===== config.mk =====
export PLATFORM = sky130hd
export DESIGN_NAME = sysctl_parity_unit
export DESIGN_NICKNAME = d
export VERILOG_FILES = /design/src/rtl/sysctl_pkg.sv /design/src/rtl/sysctl_ctrl_bank.sv /design/src/rtl/sysctl_par_gen.sv /design/src/rtl/sysctl_par_check.sv /design/src/rtl/sysctl_err_track.sv /design/src/rtl/sysctl_parity_unit.sv
export SDC_FILE = /design/constraint.sdc
export NUM_CORES = 1
export LEC_CHECK = 0
export BUFFER_PORTS_ARGS = -buffer_cell sky130_fd_sc_hd__buf_2
export CORE_MARGIN = 2
export CORE_UTILIZATION = 39
export CTS_CLUSTER_DIAMETER = 150
export CTS_CLUSTER_SIZE = 40
export DETAILED_ROUTE_END_ITERATION = 16
export PLACE_DENSITY_LB_ADDON = 0.2
export SLEW_MARGIN = 20
export SYNTH_ARGS = -nofsm -noshare
export SYNTH_HDL_FRONTEND = slang
export SYNTH_HIERARCHICAL = 1
export SYNTH_SLANG_ARGS = --single-unit

===== constraint.sdc =====
create_clock -name clk -period 3.6 [get_ports clk]
set_input_delay 0.18 -clock clk [delete_from_list [all_inputs] [get_ports clk]]
set_output_delay 0.18 -clock clk [all_outputs]
set_load 0.02 [all_outputs]

===== src/rtl/sysctl_pkg.sv =====
package sysctl_pkg;

    localparam int BYTE_W       = 8;
    localparam int VAL_BIT      = 15;
    localparam int STAT_PE_BIT  = 10;
    localparam int USED_CTL     = 7;

    // Decoded control bits; field order matches control numbers 6 down to 0.
    typedef struct packed {
        logic dial_line2;
        logic line2_off;
        logic line1_off;
        logic rom_hide;
        logic force_bad;
        logic rep_en;
        logic syserr_en;
    } ctrl_t;

    // Parity bit that makes byte plus parity carry an odd count of ones.
    function automatic logic odd_fill(input logic [BYTE_W-1:0] b);
        return ~(^b);
    endfunction

endpackage


===== src/rtl/sysctl_ctrl_bank.sv =====
module sysctl_ctrl_bank
    import sysctl_pkg::*;
#(
    parameter int NCTL  = 8,
    localparam int SEL_W = $clog2(NCTL)
) (
    input  logic             clk,
    input  logic             rst,
    input  logic             we,
    input  logic [SEL_W-1:0] sel,
    input  logic             val,
    output logic [NCTL-1:0]  ctrl_q
);

    generate
        for (genvar k = 0; k < NCTL; k++) begin : g_bit
            always_ff @(posedge clk) begin
                if (rst)
                    ctrl_q[k] <= 1'b0;
                else if (we && sel == SEL_W'(k))
                    ctrl_q[k] <= val;
            end
        end
    endgenerate

    assert_reset_clear_R2: assert property (@(posedge clk)
        rst |=> ctrl_q == '0);

    assert_write_loads_R1: assert property (@(posedge clk) disable iff (rst)
        we |=> ctrl_q[$past(sel)] == $past(val));

    assert_idle_hold_R1: assert property (@(posedge clk) disable iff (rst)
        !we |=> $stable(ctrl_q));

    assert_single_change_R1: assert property (@(posedge clk) disable iff (rst)
        we |=> $countones(ctrl_q ^ $past(ctrl_q)) <= 1);

endmodule


===== src/rtl/sysctl_par_gen.sv =====
module sysctl_par_gen
    import sysctl_pkg::*;
#(
    parameter int LANES = 2,
    localparam int DW   = LANES * BYTE_W
) (
    input  logic             clk,
    input  logic             rst,
    input  logic             we,
    input  logic [LANES-1:0] be,
    input  logic [DW-1:0]    wdata,
    input  logic             force_bad,
    output logic [LANES-1:0] par,
    output logic [LANES-1:0] par_we
);

    assign par_we = we ? be : '0;

    generate
        for (genvar i = 0; i < LANES; i++) begin : g_lane
            assign par[i] = odd_fill(wdata[i*BYTE_W +: BYTE_W]) ^ force_bad;

            assert_odd_total_R3: assert property (@(posedge clk) disable iff (rst)
                (we && be[i] && !force_bad) |-> ^{wdata[i*BYTE_W +: BYTE_W], par[i]});

            assert_bad_total_R4: assert property (@(posedge clk) disable iff (rst)
                (we && be[i] && force_bad) |-> !(^{wdata[i*BYTE_W +: BYTE_W], par[i]}));
        end
    endgenerate

endmodule


===== src/rtl/sysctl_par_check.sv =====
module sysctl_par_check
    import sysctl_pkg::*;
#(
    parameter int LANES = 2,
    localparam int DW   = LANES * BYTE_W
) (
    input  logic             rd,
    input  logic [LANES-1:0] be,
    input  logic [DW-1:0]    rdata,
    input  logic [LANES-1:0] rpar,
    output logic [LANES-1:0] lane_bad
);

    generate
        for (genvar i = 0; i < LANES; i++) begin : g_lane
            logic expect_par;
            assign expect_par  = odd_fill(rdata[i*BYTE_W +: BYTE_W]);
            assign lane_bad[i] = rd && be[i] && (rpar[i] != expect_par);
        end
    endgenerate

endmodule


===== src/rtl/sysctl_err_track.sv =====
module sysctl_err_track (
    input  logic clk,
    input  logic rst,
    input  logic hit,
    input  logic rep_en,
    input  logic clr,
    output logic flag
);

    always_ff @(posedge clk) begin
        if (rst)
            flag <= 1'b0;
        else if (hit && rep_en)
            flag <= 1'b1;
        else if (clr)
            flag <= 1'b0;
    end

    assert_sticky_R6: assert property (@(posedge clk) disable iff (rst)
        (flag && !clr) |=> flag);

    assert_set_needs_enable_R5: assert property (@(posedge clk) disable iff (rst)
        $rose(flag) |-> $past(rep_en) && $past(hit));

    assert_clear_works_R6: assert property (@(posedge clk) disable iff (rst)
        (clr && !(hit && rep_en)) |=> !flag);

endmodule


===== src/rtl/sysctl_parity_unit.sv =====
module sysctl_parity_unit
    import sysctl_pkg::*;
#(
    parameter int LANES = 2,
    parameter int NCTL  = 8,
    localparam int DW    = LANES * BYTE_W,
    localparam int SEL_W = $clog2(NCTL)
) (
    input  logic             clk,
    input  logic             rst,
    input  logic             ctl_we,
    input  logic [SEL_W-1:0] ctl_sel,
    input  logic [DW-1:0]    ctl_wdata,
    input  logic             mem_we,
    input  logic             mem_rd,
    input  logic [LANES-1:0] mem_be,
    input  logic [DW-1:0]    mem_wdata,
    input  logic [DW-1:0]    mem_rdata,
    input  logic [LANES-1:0] mem_rpar,
    input  logic             err_clr,
    output logic [LANES-1:0] par_out,
    output logic [LANES-1:0] par_we,
    output logic             err_flag,
    output logic             par_irq,
    output logic             sys_err_req,
    output logic [DW-1:0]    status_word,
    output logic             rom_low_en,
    output logic             line1_disc,
    output logic             line2_disc,
    output logic             dialer_line2
);

    logic [NCTL-1:0]  ctrl_q;
    ctrl_t            ctl;
    logic [LANES-1:0] lane_bad;
    logic             unused_bits;

    assign unused_bits = ^{ctl_wdata[VAL_BIT-1:0], ctrl_q[NCTL-1:USED_CTL]};

    sysctl_ctrl_bank #(.NCTL(NCTL)) u_bank (
        .clk    (clk),
        .rst    (rst),
        .we     (ctl_we),
        .sel    (ctl_sel),
        .val    (ctl_wdata[VAL_BIT]),
        .ctrl_q (ctrl_q)
    );

    assign ctl = ctrl_t'(ctrl_q[USED_CTL-1:0]);

    sysctl_par_gen #(.LANES(LANES)) u_gen (
        .clk       (clk),
        .rst       (rst),
        .we        (mem_we),
        .be        (mem_be),
        .wdata     (mem_wdata),
        .force_bad (ctl.force_bad),
        .par       (par_out),
        .par_we    (par_we)
    );

    sysctl_par_check #(.LANES(LANES)) u_chk (
        .rd       (mem_rd),
        .be       (mem_be),
        .rdata    (mem_rdata),
        .rpar     (mem_rpar),
        .lane_bad (lane_bad)
    );

    sysctl_err_track u_err (
        .clk    (clk),
        .rst    (rst),
        .hit    (|lane_bad),
        .rep_en (ctl.rep_en),
        .clr    (err_clr),
        .flag   (err_flag)
    );

    assign par_irq     = err_flag && ctl.rep_en;
    assign sys_err_req = par_irq && ctl.syserr_en;

    always_comb begin
        status_word              = '0;
        status_word[STAT_PE_BIT] = ctl.rep_en;
    end

    assign rom_low_en   = ~ctl.rom_hide;
    assign line1_disc   = ctl.line1_off;
    assign line2_disc   = ctl.line2_off;
    assign dialer_line2 = ctl.dial_line2;

    assert_nmi_masked_R7: assert property (@(posedge clk) disable iff (rst)
        !ctl.syserr_en |-> !sys_err_req);

    assert_irq_needs_flag_R7: assert property (@(posedge clk) disable iff (rst)
        par_irq |-> err_flag);

    assert_spare_write_R10: assert property (@(posedge clk) disable iff (rst)
        (ctl_we && ctl_sel == SEL_W'(NCTL-1)) |=>
            $stable({rom_low_en, line1_disc, line2_disc, dialer_line2, status_word}));

    assert_reset_outputs_R2: assert property (@(posedge clk)
        rst |=> rom_low_en && !line1_disc && !line2_disc && !dialer_line2 && !err_flag);

endmodule


==> results of run 1 <==
-- critical path, cell delays in order (launching register included) --
cell and delay [ps]:
dfxtp_1 380, xnor2_1 160, xnor3_1 340, xnor2_1 160, buf_2 180
-- area by class of cell --
type                            count  area, um^2
Clock buffer                        3        22.5
Timing Repair Buffer               57         285
Inverter                            1        3.75
Sequential cell                     8         160
Tap cell                           28        35.0
Fill cell                         229        1010
Multi-Input combinational cell     77         656
-- power by group through the flow --
stage	clock (mW)	sequential [mW]	combinational (mW)
after CTS	0.0699	0.0916	0.153
after detailed placement	0	0.0935	0.153
final	0.0672	0.0916	0.151
after floorplan	0	0.0947	0.117
after global routing	0.0747	0.0918	0.165
after global placement	0	0.0935	0.150
-- registers in the layout, indices dropped and copies added, names as in the netlist --
name / count
u_err/flag: 1
u_bank/ctrl_q: 7
-- through the flow --
step / std cells / hold slack (ps) / setup WS, ps
2_1_floorplan: 102 / 242 / 2140
3_3_place_gp: 171 / 432 / 1990
3_5_place_dp: 171 / 443 / 1970
4_1_cts: 174 / 175 / 1930
5_1_grt: 174 / 187 / 1830
6_report: 174 / 180 / 1960
-- placed cells by master (no fill, tap or decap), types with 2 or more instances in the layout --
cell type / instances
and2_1: 3
and4bb_1: 3
buf_2: 57
clkbuf_4: 3
conb_1: 15
dfxtp_1: 8
mux2_4: 2
mux2i_1: 7
nand2_1: 3
nand2b_1: 9
nand4b_1: 3
nor2_1: 2
nor2b_1: 2
xnor2_1: 12
xnor3_1: 6
xor2_1: 6
-- per-layer routing --
metal  vias up  track usage
met4         0       0.0658
met3         4       0.0172
met2        31        0.218
met5         -            0
met1       325        0.114
li1        381            -
-- worst paths after layout --
| path | cells after the start | slack [ps] | to |
|---|---|---|---|
| hold reg to reg | 2 | 480 | u_bank/ctrl_q[4] |
| setup reg to reg | 2 | 2950 | u_err/flag |
| hold / removal | 2 | 180 | u_err/flag |
| setup / recovery | 4 | 1960 | par_out[1] |
==> results by group, run 1 <==
Run status
  – Run status: finished, final reports clean

Detailed routing
  – Post-Route M1 WL: 553 um
  – Drt wl/cell: 8.89 um
  – First DRT Iteration DRCs: 2
  – Met2 WL: 847 um
  – Detailed Route WL: 1.55 mm
  – Post-DR vias/cell: 4.26
  – DRT Pass-1 Iters: 3
  – Antenna Violating Nets Remaining: 0
  – Uppermost routed layer: met4
  – DR WL met3: 120 um
  – DR DRC count: 0
  – Vias: 741

Logic synthesis
  – Synthesized area: 885 um^2
  – Synthesized area per cell: 10.1 um^2
  – YS warnings: 6
  – Mapped Cells: 88

Power
  – Sw Ratio: 0.321
  – Lkg Pwr: 0.630 nW
  – Logic gate share of total power: 0.488
  – Flop pwr share: 0.295
  – Worst VDD drop: 0.151 mV
  – Power per cell area: 267 mW/mm^2
  – Internal power: 211 uW
  – P_sw: 99.8 uW
  – Tot Pwr: 310 uW
  – Clk pwr share: 0.217

CTS
  – CTS Buf Count: 3
  – Post-cts hold buffer count: 0
  – Clk Tree Root Cell: clkbuf_4
  – Clock Latency Late Sink: 250 ps
  – CTS tree: done
  – Setup Fix Bufs, Post-CTS: 0
  – H-tree depth: 1
  – CTS Buffer Depth: 2
  – CTS resizes: 0
  – CTS Sinks: 8
  – Clock-pin slew on the worst setup and hold paths: 50 ps

Floorplanning
  – Row cnt: 17
  – Die Ht: 51.6 um
  – I/O pin count: 88
  – Die ar.: 0.00267 mm^2
  – Initial Util: 0.408
  – Core Footprint: 0.00217 mm^2
  – Die width: 51.6 um

Worst setup path
  – Crit Path Category: flop to primary output
  – Worst Setup SP: u_bank/ctrl_q[2]
  – Nature of the critical path startpoint: flop
  – RR Startpoint: u_bank/ctrl_q[1]
  – Setup crit end kind: primary output
  – Critical Path AT: 1460 ps
  – Crit Path Max Fanout: 3
  – Critical Path RT: 3420 ps

Finish
  – Final instance area: 0.00116 mm^2
  – Final Util: 0.536
  – Area added between synthesis and finish: 31.4%
  – Ant diodes: 0
  – Final net count: 209
  – Layout cells sized above 1: 0.438

Worst hold path
  – Min-delay worst type: primary input to flop
  – HP Start: rst

Global route
  – Total track usage: 0.113
  – Vias in the first global route: 638
  – Initial antenna violation count: 0
  – Total gr overflow: 0
  – Largest net degree at the start of global routing: 10
  – First-pass GRT wire length: 2.32 mm

Timing
  – Setup_tns: 0 ps
  – Fmax: 0.608 GHz
  – Finish-stage setup viols: 0
  – Final Hold Fails: 0
  – Slew Limit Fails: 0
  – RSZ-0062 raised after global routing: false
  – Period utilization: 0.457
  – Setup Skew: 3.30 ps
  – Minimum clock period: 1640 ps

Run
  – Max-cap violation count: 0

Placed design
  – Dpl hpwl: 1.36 mm
  – Area post-placement: 0.00114 mm^2
  – RD Place Congestion: 0.669
  – IO buf count: 57
Note: power is estimated with default switching activity, not from simulation.
==> run 2, diff against run 1 <==
--- a/config.mk
+++ b/config.mk
@@ -7,7 +7,7 @@
 export LEC_CHECK = 0
 export BUFFER_PORTS_ARGS = -buffer_cell sky130_fd_sc_hd__buf_2
 export CORE_MARGIN = 2
-export CORE_UTILIZATION = 39
+export CORE_UTILIZATION = 33
 export CTS_CLUSTER_DIAMETER = 150
 export CTS_CLUSTER_SIZE = 40
 export DETAILED_ROUTE_END_ITERATION = 16
==> constraint.sdc (replaced) <==
create_clock -name clk -period 1.4 [get_ports clk]
set_input_delay 0.07 -clock clk [delete_from_list [all_inputs] [get_ports clk]]
set_output_delay 0.07 -clock clk [all_outputs]
set_load 0.02 [all_outputs]
==> run 2 against run 1 <==
Effect of this change:
- worst hold slack worse by 120 ps
- critical path type unchanged
- wire length up 9.3%
- global-route usage down 0.15 points
- setup slack worse by 1900 ps
==> results by group, run 2 (synthesis gave the netlist of run 1 again) <==
Run status
  – Run status: finished, final reports clean

Global route
  – Total track usage: 0.112 (-0.00150)
  – Vias in the first global route: 704 (+10%)
  – Initial antenna violation count: 0 (unchanged)
  – First-pass GRT wire length: 2.78 mm (+20%)
  – Largest net degree at the start of global routing: 10 (unchanged)
  – Total gr overflow: 0 (unchanged)

Worst hold path
  – HP Start: rst
  – Hold Path End: u_err/flag
  – Min-delay worst type: primary input to flop
  – Worst hold path depth: 2 (unchanged)

Finish
  – Largest Register: u_bank/ctrl_q
  – Most common library cell in the layout ignoring fill and taps: buf_2
  – Area added between synthesis and finish: 33.2%
  – Max reg flops: 7 (unchanged)
  – Final net count: 209 (unchanged)
  – Ant diodes: 0 (unchanged)
  – Finished Layout Cells: 176 (+1.1%)
  – Biggest regs: u_bank/ctrl_q x7, u_err/flag x1
  – Most frequent cells in the layout: buf_2 (56), conb_1 (15), xnor2_1 (11)
  – Layout cells sized above 1: 0.452 (+0.0137)

CTS
  – CTS Buffer Depth: 2 (unchanged)
  – Post-cts hold buffer count: 0 (unchanged)
  – Clock-pin slew on the worst setup and hold paths: 60 ps (about the same)
  – CTS Sinks: 8 (unchanged)
  – Clk Tree Root Cell: clkbuf_4
  – CTS tree: done
  – H-tree depth: 1 (unchanged)
  – CTS Buf Count: 3 (unchanged)
  – Setup Fix Bufs, Post-CTS: 0 (unchanged)
  – Clock Latency Late Sink: 250 ps (about the same)

Worst setup path
  – RR Startpoint: u_bank/ctrl_q[1]
  – R2R Setup Slk: 750 ps (-2200 ps)
  – Nature of the critical path startpoint: flop
  – Crit Path Category: flop to primary output
  – Critical Path AT: 1280 ps (-180 ps)
  – Reg2reg end: u_err/flag
  – Critical Path RT: 1330 ps (-2090 ps)
  – R2R depth: 2 (unchanged)
  – Setup crit end kind: primary output
  – Crit Path Max Fanout: 3 (unchanged)

Floorplanning
  – I/O pin count: 88 (unchanged)
  – Row cnt: 18 (+1)
  – Die width: 55.8 um (+8.0%)
  – Die Ht: 55.8 um (+8.0%)
  – Core Footprint: 0.00250 mm^2 (+15%)
  – Die ar.: 0.00311 mm^2 (+17%)
  – Initial Util: 0.354 (-0.0539)

Detailed routing
  – Antenna Violating Nets Remaining: 0 (unchanged)
  – Vias: 741 (unchanged)
  – Drt wl/cell: 9.60 um (+8.1%)
  – Post-DR vias/cell: 4.21 (-1.1%)
  – First DRT Iteration DRCs: 9 (+7)
  – DRT Pass-1 Iters: 2 (-1)
  – Detailed Route WL: 1.69 mm (+9.3%)
  – DR DRC count: 0 (unchanged)

Timing
  – Finish-stage setup viols: 0 (unchanged)
  – Fmax: 0.739 GHz
  – Setup Skew: 0.0230 ps (-3.28 ps)
  – Slew Limit Fails: 0 (unchanged)
  – Final Hold Fails: 0 (unchanged)
  – RSZ-0062 raised after global routing: true
  – Setup_tns: 0 ps (unchanged)
  – Minimum clock period: 1350 ps
  – Period utilization: 0.966

Placed design
  – Number of cells after detailed placement: 173 (+1.2%)
  – RD Place Congestion: 0.677 (+1.1%)
  – Dpl hpwl: 1.45 mm (+6.7%)
  – IO buf count: 57 (unchanged)

Power
  – Lkg Pwr: 0.636 nW (+0.99%)
  – Worst VDD drop: 0.358 mV (+140%)
  – Power per cell area: 693 mW/mm^2 (+160%)

Run
  – Max-cap violation count: 0 (unchanged)
[run 2: where the power goes]
part	internal [mW]	switching, mW	leakage, nW
registers	0.231	0.00313	0.0655
logic	0.220	0.184	0.557
clock network	0.0983	0.0811	0.0138
[run 2: what timing repair did]
action,in CTS,in global routing
resized for setup,3,1
pin swaps,2,0
setup endpoints to repair,1,1
endpoints found under the hold margin,0,0
[run 2: critical path: stages (launching register included)]
cell     delay (ps)
dfxtp_4         360
xnor2_2         130
xnor3_1         240
xnor2_1         150
buf_4           160
[run 2: how the worst max path moves through the flow]
| stage | endpoint | from | slack (ps) | cells past startpoint |
|---|---|---|---|---|
| global route | par_out[1] | u_bank/ctrl_q[2] | -40 | 4 |
| finish | par_out[1] | u_bank/ctrl_q[2] | 50 | 4 |
| global placement | u_err/flag | mem_rdata[12] | -90 | 7 |
| floorplan | u_err/flag | mem_rdata[15] | 50 | 6 |
| detailed placement | u_err/flag | mem_rdata[12] | -130 | 7 |
| CTS | par_out[1] | u_bank/ctrl_q[2] | 10 | 4 |
[run 2: per-layer routing]
layer  GRT usage  vias to the layer above  part of all wire
met3      0.0256                        0             0.082
met1       0.124                      328              0.37
met2       0.201                       31              0.55
met4      0.0523                        0                 0
li1            -                      382                 -
met5           0                        -                 0
[run 2: area by class of cell]
class | count | area [um^2]
Tap cell | 30 | 37.5
Inverter | 1 | 3.75
Clock buffer | 3 | 22.5
Sequential cell | 8 | 164
Multi-Input combinational cell | 77 | 663
Fill cell | 255 | 1320
Timing Repair Buffer | 57 | 288
[run 2: metrics by stage]
| step | worst slack, ps | instance area, um^2 | util | total power, mW | hold WS [ps] |
|---|---|---|---|---|---|
| final | 47.2 | 1180 | 0.471 | 0.817 | 64.4 |
| after global routing | -37.8 | 1180 | 0.471 | 0.872 | 77.9 |
| after CTS | 12.3 | 1180 | 0.470 | 0.827 | 62.7 |
| after detailed placement | -135 | 1140 | 0.457 | 0.637 | 342 |
| after global placement | -89.8 | 1140 | 0.457 | 0.626 | 324 |
| after floorplan | 48.7 | 937 | - | 0.545 | 132 |
==> run 3, diff against run 2 <==
--- a/config.mk
+++ b/config.mk
@@ -6,8 +6,9 @@
 export NUM_CORES = 1
 export LEC_CHECK = 0
 export BUFFER_PORTS_ARGS = -buffer_cell sky130_fd_sc_hd__buf_2
+export CORE_ASPECT_RATIO = 0.7
 export CORE_MARGIN = 2
-export CORE_UTILIZATION = 33
+export CORE_UTILIZATION = 36
 export CTS_CLUSTER_DIAMETER = 150
 export CTS_CLUSTER_SIZE = 40
 export DETAILED_ROUTE_END_ITERATION = 16
==> constraint.sdc (replaced) <==
create_clock -name clk -period 1.3 [get_ports clk]
set_input_delay 0.065 -clock clk [delete_from_list [all_inputs] [get_ports clk]]
set_output_delay 0.065 -clock clk [all_outputs]
set_load 0.02 [all_outputs]
==> run 3 against run 2 <==
Effect of this change:
- largest power group unchanged
- sequential cell count unchanged
- power increased by 10%
- global-route usage increased by 1.4 points
- combinational power grew 15%
- critical path depth unchanged
- the run now ends with negative setup slack left
- design area rose by 3.4%
- non-clock buffer count rose by 1
- highest routed layer is now met4
==> results by group, run 3 (synthesis gave the netlist of run 1 again) <==
Run status
  – Run status: finished, violations left
  – Failing checks: negative setup slack

Worst setup path
  – Critical Path AT: 1270 ps (about the same)
  – RR Startpoint: u_bank/ctrl_q[2]
  – WP buf/inv: 1 (unchanged)
  – Largest delay share family, worst path: XOR/XNOR gates
  – CP cell instances: xnor2_2 > xnor3_1 > xnor2_2 > buf_4
  – Critical Path RT: 1240 ps (-90 ps)
  – Setup crit end kind: primary output
  – Cell mode on critical path: xnor2_2
  – Crit Path Category: flop to primary output
  – R2R Setup Slk: 590 ps (-160 ps)
  – Nature of the critical path startpoint: flop
  – Reg2reg end: u_bank/ctrl_q[2]
  – Largest stage delay, worst path: 350 ps (about the same)
  – Crit Path Max Fanout: 2 (-1)
  – R2R depth: 3 (+1)
  – Slowest cell on the critical path: dfxtp_2

CTS
  – Clock Latency Late Sink: 240 ps (about the same)
  – H-tree depth: 1 (unchanged)
  – CTS Buffer Depth: 2 (unchanged)
  – Setup Fix Bufs, Post-CTS: 0 (unchanged)
  – CTS tree: done
  – Clk Tree Root Cell: clkbuf_4
  – Clock-pin slew on the worst setup and hold paths: 50 ps (about the same)
  – CTS Sinks: 8 (unchanged)
  – CTS Buf Count: 3 (unchanged)

Timing
  – Minimum clock period: 1330 ps
  – Setup Skew: 0.0369 ps (+0.0139 ps)
  – Finish-stage setup viols: 1 (+1)
  – RSZ-0062 raised after global routing: true
  – Final Hold Fails: 0 (unchanged)
  – Period utilization: 1.02
  – Setup ws final: -31.4 ps (-78.6 ps)
  – Slew Limit Fails: 0 (unchanged)
  – Fmax: 0.751 GHz

Worst hold path
  – HP Start: rst
  – Hold Path End: u_err/flag
  – Min-delay worst type: primary input to flop
  – Worst hold path depth: 2 (unchanged)

Detailed routing
  – Vias: 748 (+0.94%)
  – Antenna Violating Nets Remaining: 0 (unchanged)
  – DR DRC count: 0 (unchanged)
  – First DRT Iteration DRCs: 5 (-4)
  – Detailed Route WL: 1.80 mm (+6.4%)
  – Post-DR vias/cell: 4.18 (-0.75%)
  – DRT Pass-1 Iters: 3 (+1)
  – Drt wl/cell: 10.1 um (+4.7%)

Floorplanning
  – Die Ht: 45.5 um (-18%)
  – Row cnt: 14 (-4)
  – Core Footprint: 0.00224 mm^2 (-10%)
  – Die ar.: 0.00288 mm^2 (-7.5%)
  – Die width: 63.2 um (+13%)
  – I/O pin count: 88 (unchanged)
  – Initial Util: 0.395 (+0.0407)

Global route
  – M1 GR Usage: 0.134 (+0.00960)
  – First-pass GRT wire length: 2.76 mm (-0.72%)
  – Grt peak-use layer: met2
  – Largest net degree at the start of global routing: 10 (unchanged)
  – M2 GR Usage: 0.238 (+0.0376)
  – Total gr overflow: 0 (unchanged)
  – Initial antenna violation count: 0 (unchanged)
  – Met3 global-route usage: 0.0569 (+0.0313)
  – Total track usage: 0.126 (+0.0139)
  – Vias in the first global route: 666 (-5.4%)

Finish
  – Finished Layout Cells: 179 (+1.7%)
  – Biggest regs: u_bank/ctrl_q x7, u_err/flag x1
  – Layout cells sized above 1: 0.483 (+0.0309)
  – Most common library cell in the layout ignoring fill and taps: buf_2
  – Largest Register: u_bank/ctrl_q
  – Area added between synthesis and finish: 37.8%
  – Final net count: 210 (+0.48%)
  – Most frequent cells in the layout: buf_2 (55), conb_1 (15), nand2b_1 (9)
  – Final Util: 0.544 (+0.0721)
  – Final instance area: 0.00122 mm^2 (+3.4%)
  – Ant diodes: 0 (unchanged)
  – Max reg flops: 7 (unchanged)

Power
  – Logic gate share of total power: 0.516 (+0.022)
  – Internal power: 615 uW (+12%)
  – P_sw: 287 uW (+7.2%)
  – Lkg Pwr: 0.664 nW (+4.4%)
  – Clk pwr share: 0.202 (-0.018)
  – Flop pwr share: 0.282 (-0.004)
  – Worst VDD drop: 0.586 mV (+64%)
  – Power per cell area: 740 mW/mm^2 (+6.8%)
  – Sw Ratio: 0.318 (-0.00938)

Placed design
  – Number of cells after detailed placement: 176 (+1.7%)
  – RD Place Congestion: 0.686 (+1.4%)
  – Dpl hpwl: 1.51 mm (+4.1%)
  – Area post-placement: 0.00117 mm^2 (+2.8%)
  – IO buf count: 57 (unchanged)

Run
  – Max-cap violation count: 0 (unchanged)
==> run 3: cell count changes in the layout (fill, tap and decap cells not counted) <==
cell	previous run	this run
xnor2_1	11	7
xnor2_2	1	5
buf_4	1	3
buf_2	56	55
dfxtp_2	0	1
dfxtp_4	1	0
==> run 3: layer usage <==
layer	vias up	wire length, um
met3	2	130
li1	382	-
met4	0	8
met1	334	712
met2	30	948
met5	-	0
==> run 3: worst max-delay path by stage <==
| stage | from | cells after the start | slack [ps] | to |
|---|---|---|---|---|
| 2_1_floorplan | mem_rdata[4] | 6 | -30 | u_err/flag |
| 3_3_place_gp | mem_rdata[4] | 7 | -180 | u_err/flag |
| 3_5_place_dp | mem_rdata[14] | 7 | -210 | u_err/flag |
| 4_1_cts | u_bank/ctrl_q[2] | 4 | -50 | par_out[1] |
| 5_1_grt | u_bank/ctrl_q[2] | 4 | -90 | par_out[1] |
| 6_report | u_bank/ctrl_q[2] | 4 | -30 | par_out[1] |
==> run 3: worst reg2reg max path, stage by stage (launching register included) <==
cell	delay, ps
dfxtp_2	330
buf_4	140
nand2b_1	60
mux2i_1	60
==> run 3: what timing repair did <==
item / CTS / global route
hold buffers: 0 / 0
pin swaps: 2 / 0
setup endpoints to repair: 1 / 2
resized for setup: 3 / 2
==> run 3: layout make-up <==
class | count | area, um^2
Sequential cell | 8 | 161
Timing Repair Buffer | 58 | 298
Clock buffer | 3 | 22.5
Fill cell | 220 | 1020
Multi-Input combinational cell | 77 | 693
Inverter | 1 | 3.75
Tap cell | 32 | 40.0
==> run 3: power by group through the flow <==
stage | logic, mW | registers (mW) | clock network (mW)
final | 0.466 | 0.254 | 0.182
after global placement | 0.436 | 0.258 | 0
after CTS | 0.456 | 0.254 | 0.193
after global routing | 0.497 | 0.254 | 0.212
after floorplan | 0.342 | 0.262 | 0
after detailed placement | 0.443 | 0.259 | 0
==> run 3: stage by stage <==
| stage | power, mW | setup WS (ps) | hold WS [ps] | TNS [ps] |
|---|---|---|---|---|
| after floorplan | 0.604 | -27.8 | 127 | -27.8 |
| after CTS | 0.903 | -54.7 | 62.3 | -54.7 |
| after detailed placement | 0.702 | -213 | 329 | -213 |
| after global placement | 0.694 | -183 | 323 | -183 |
| final | 0.902 | -31.4 | 71.9 | -31.4 |
| after global routing | 0.963 | -88.2 | 62.9 | -88.2 |
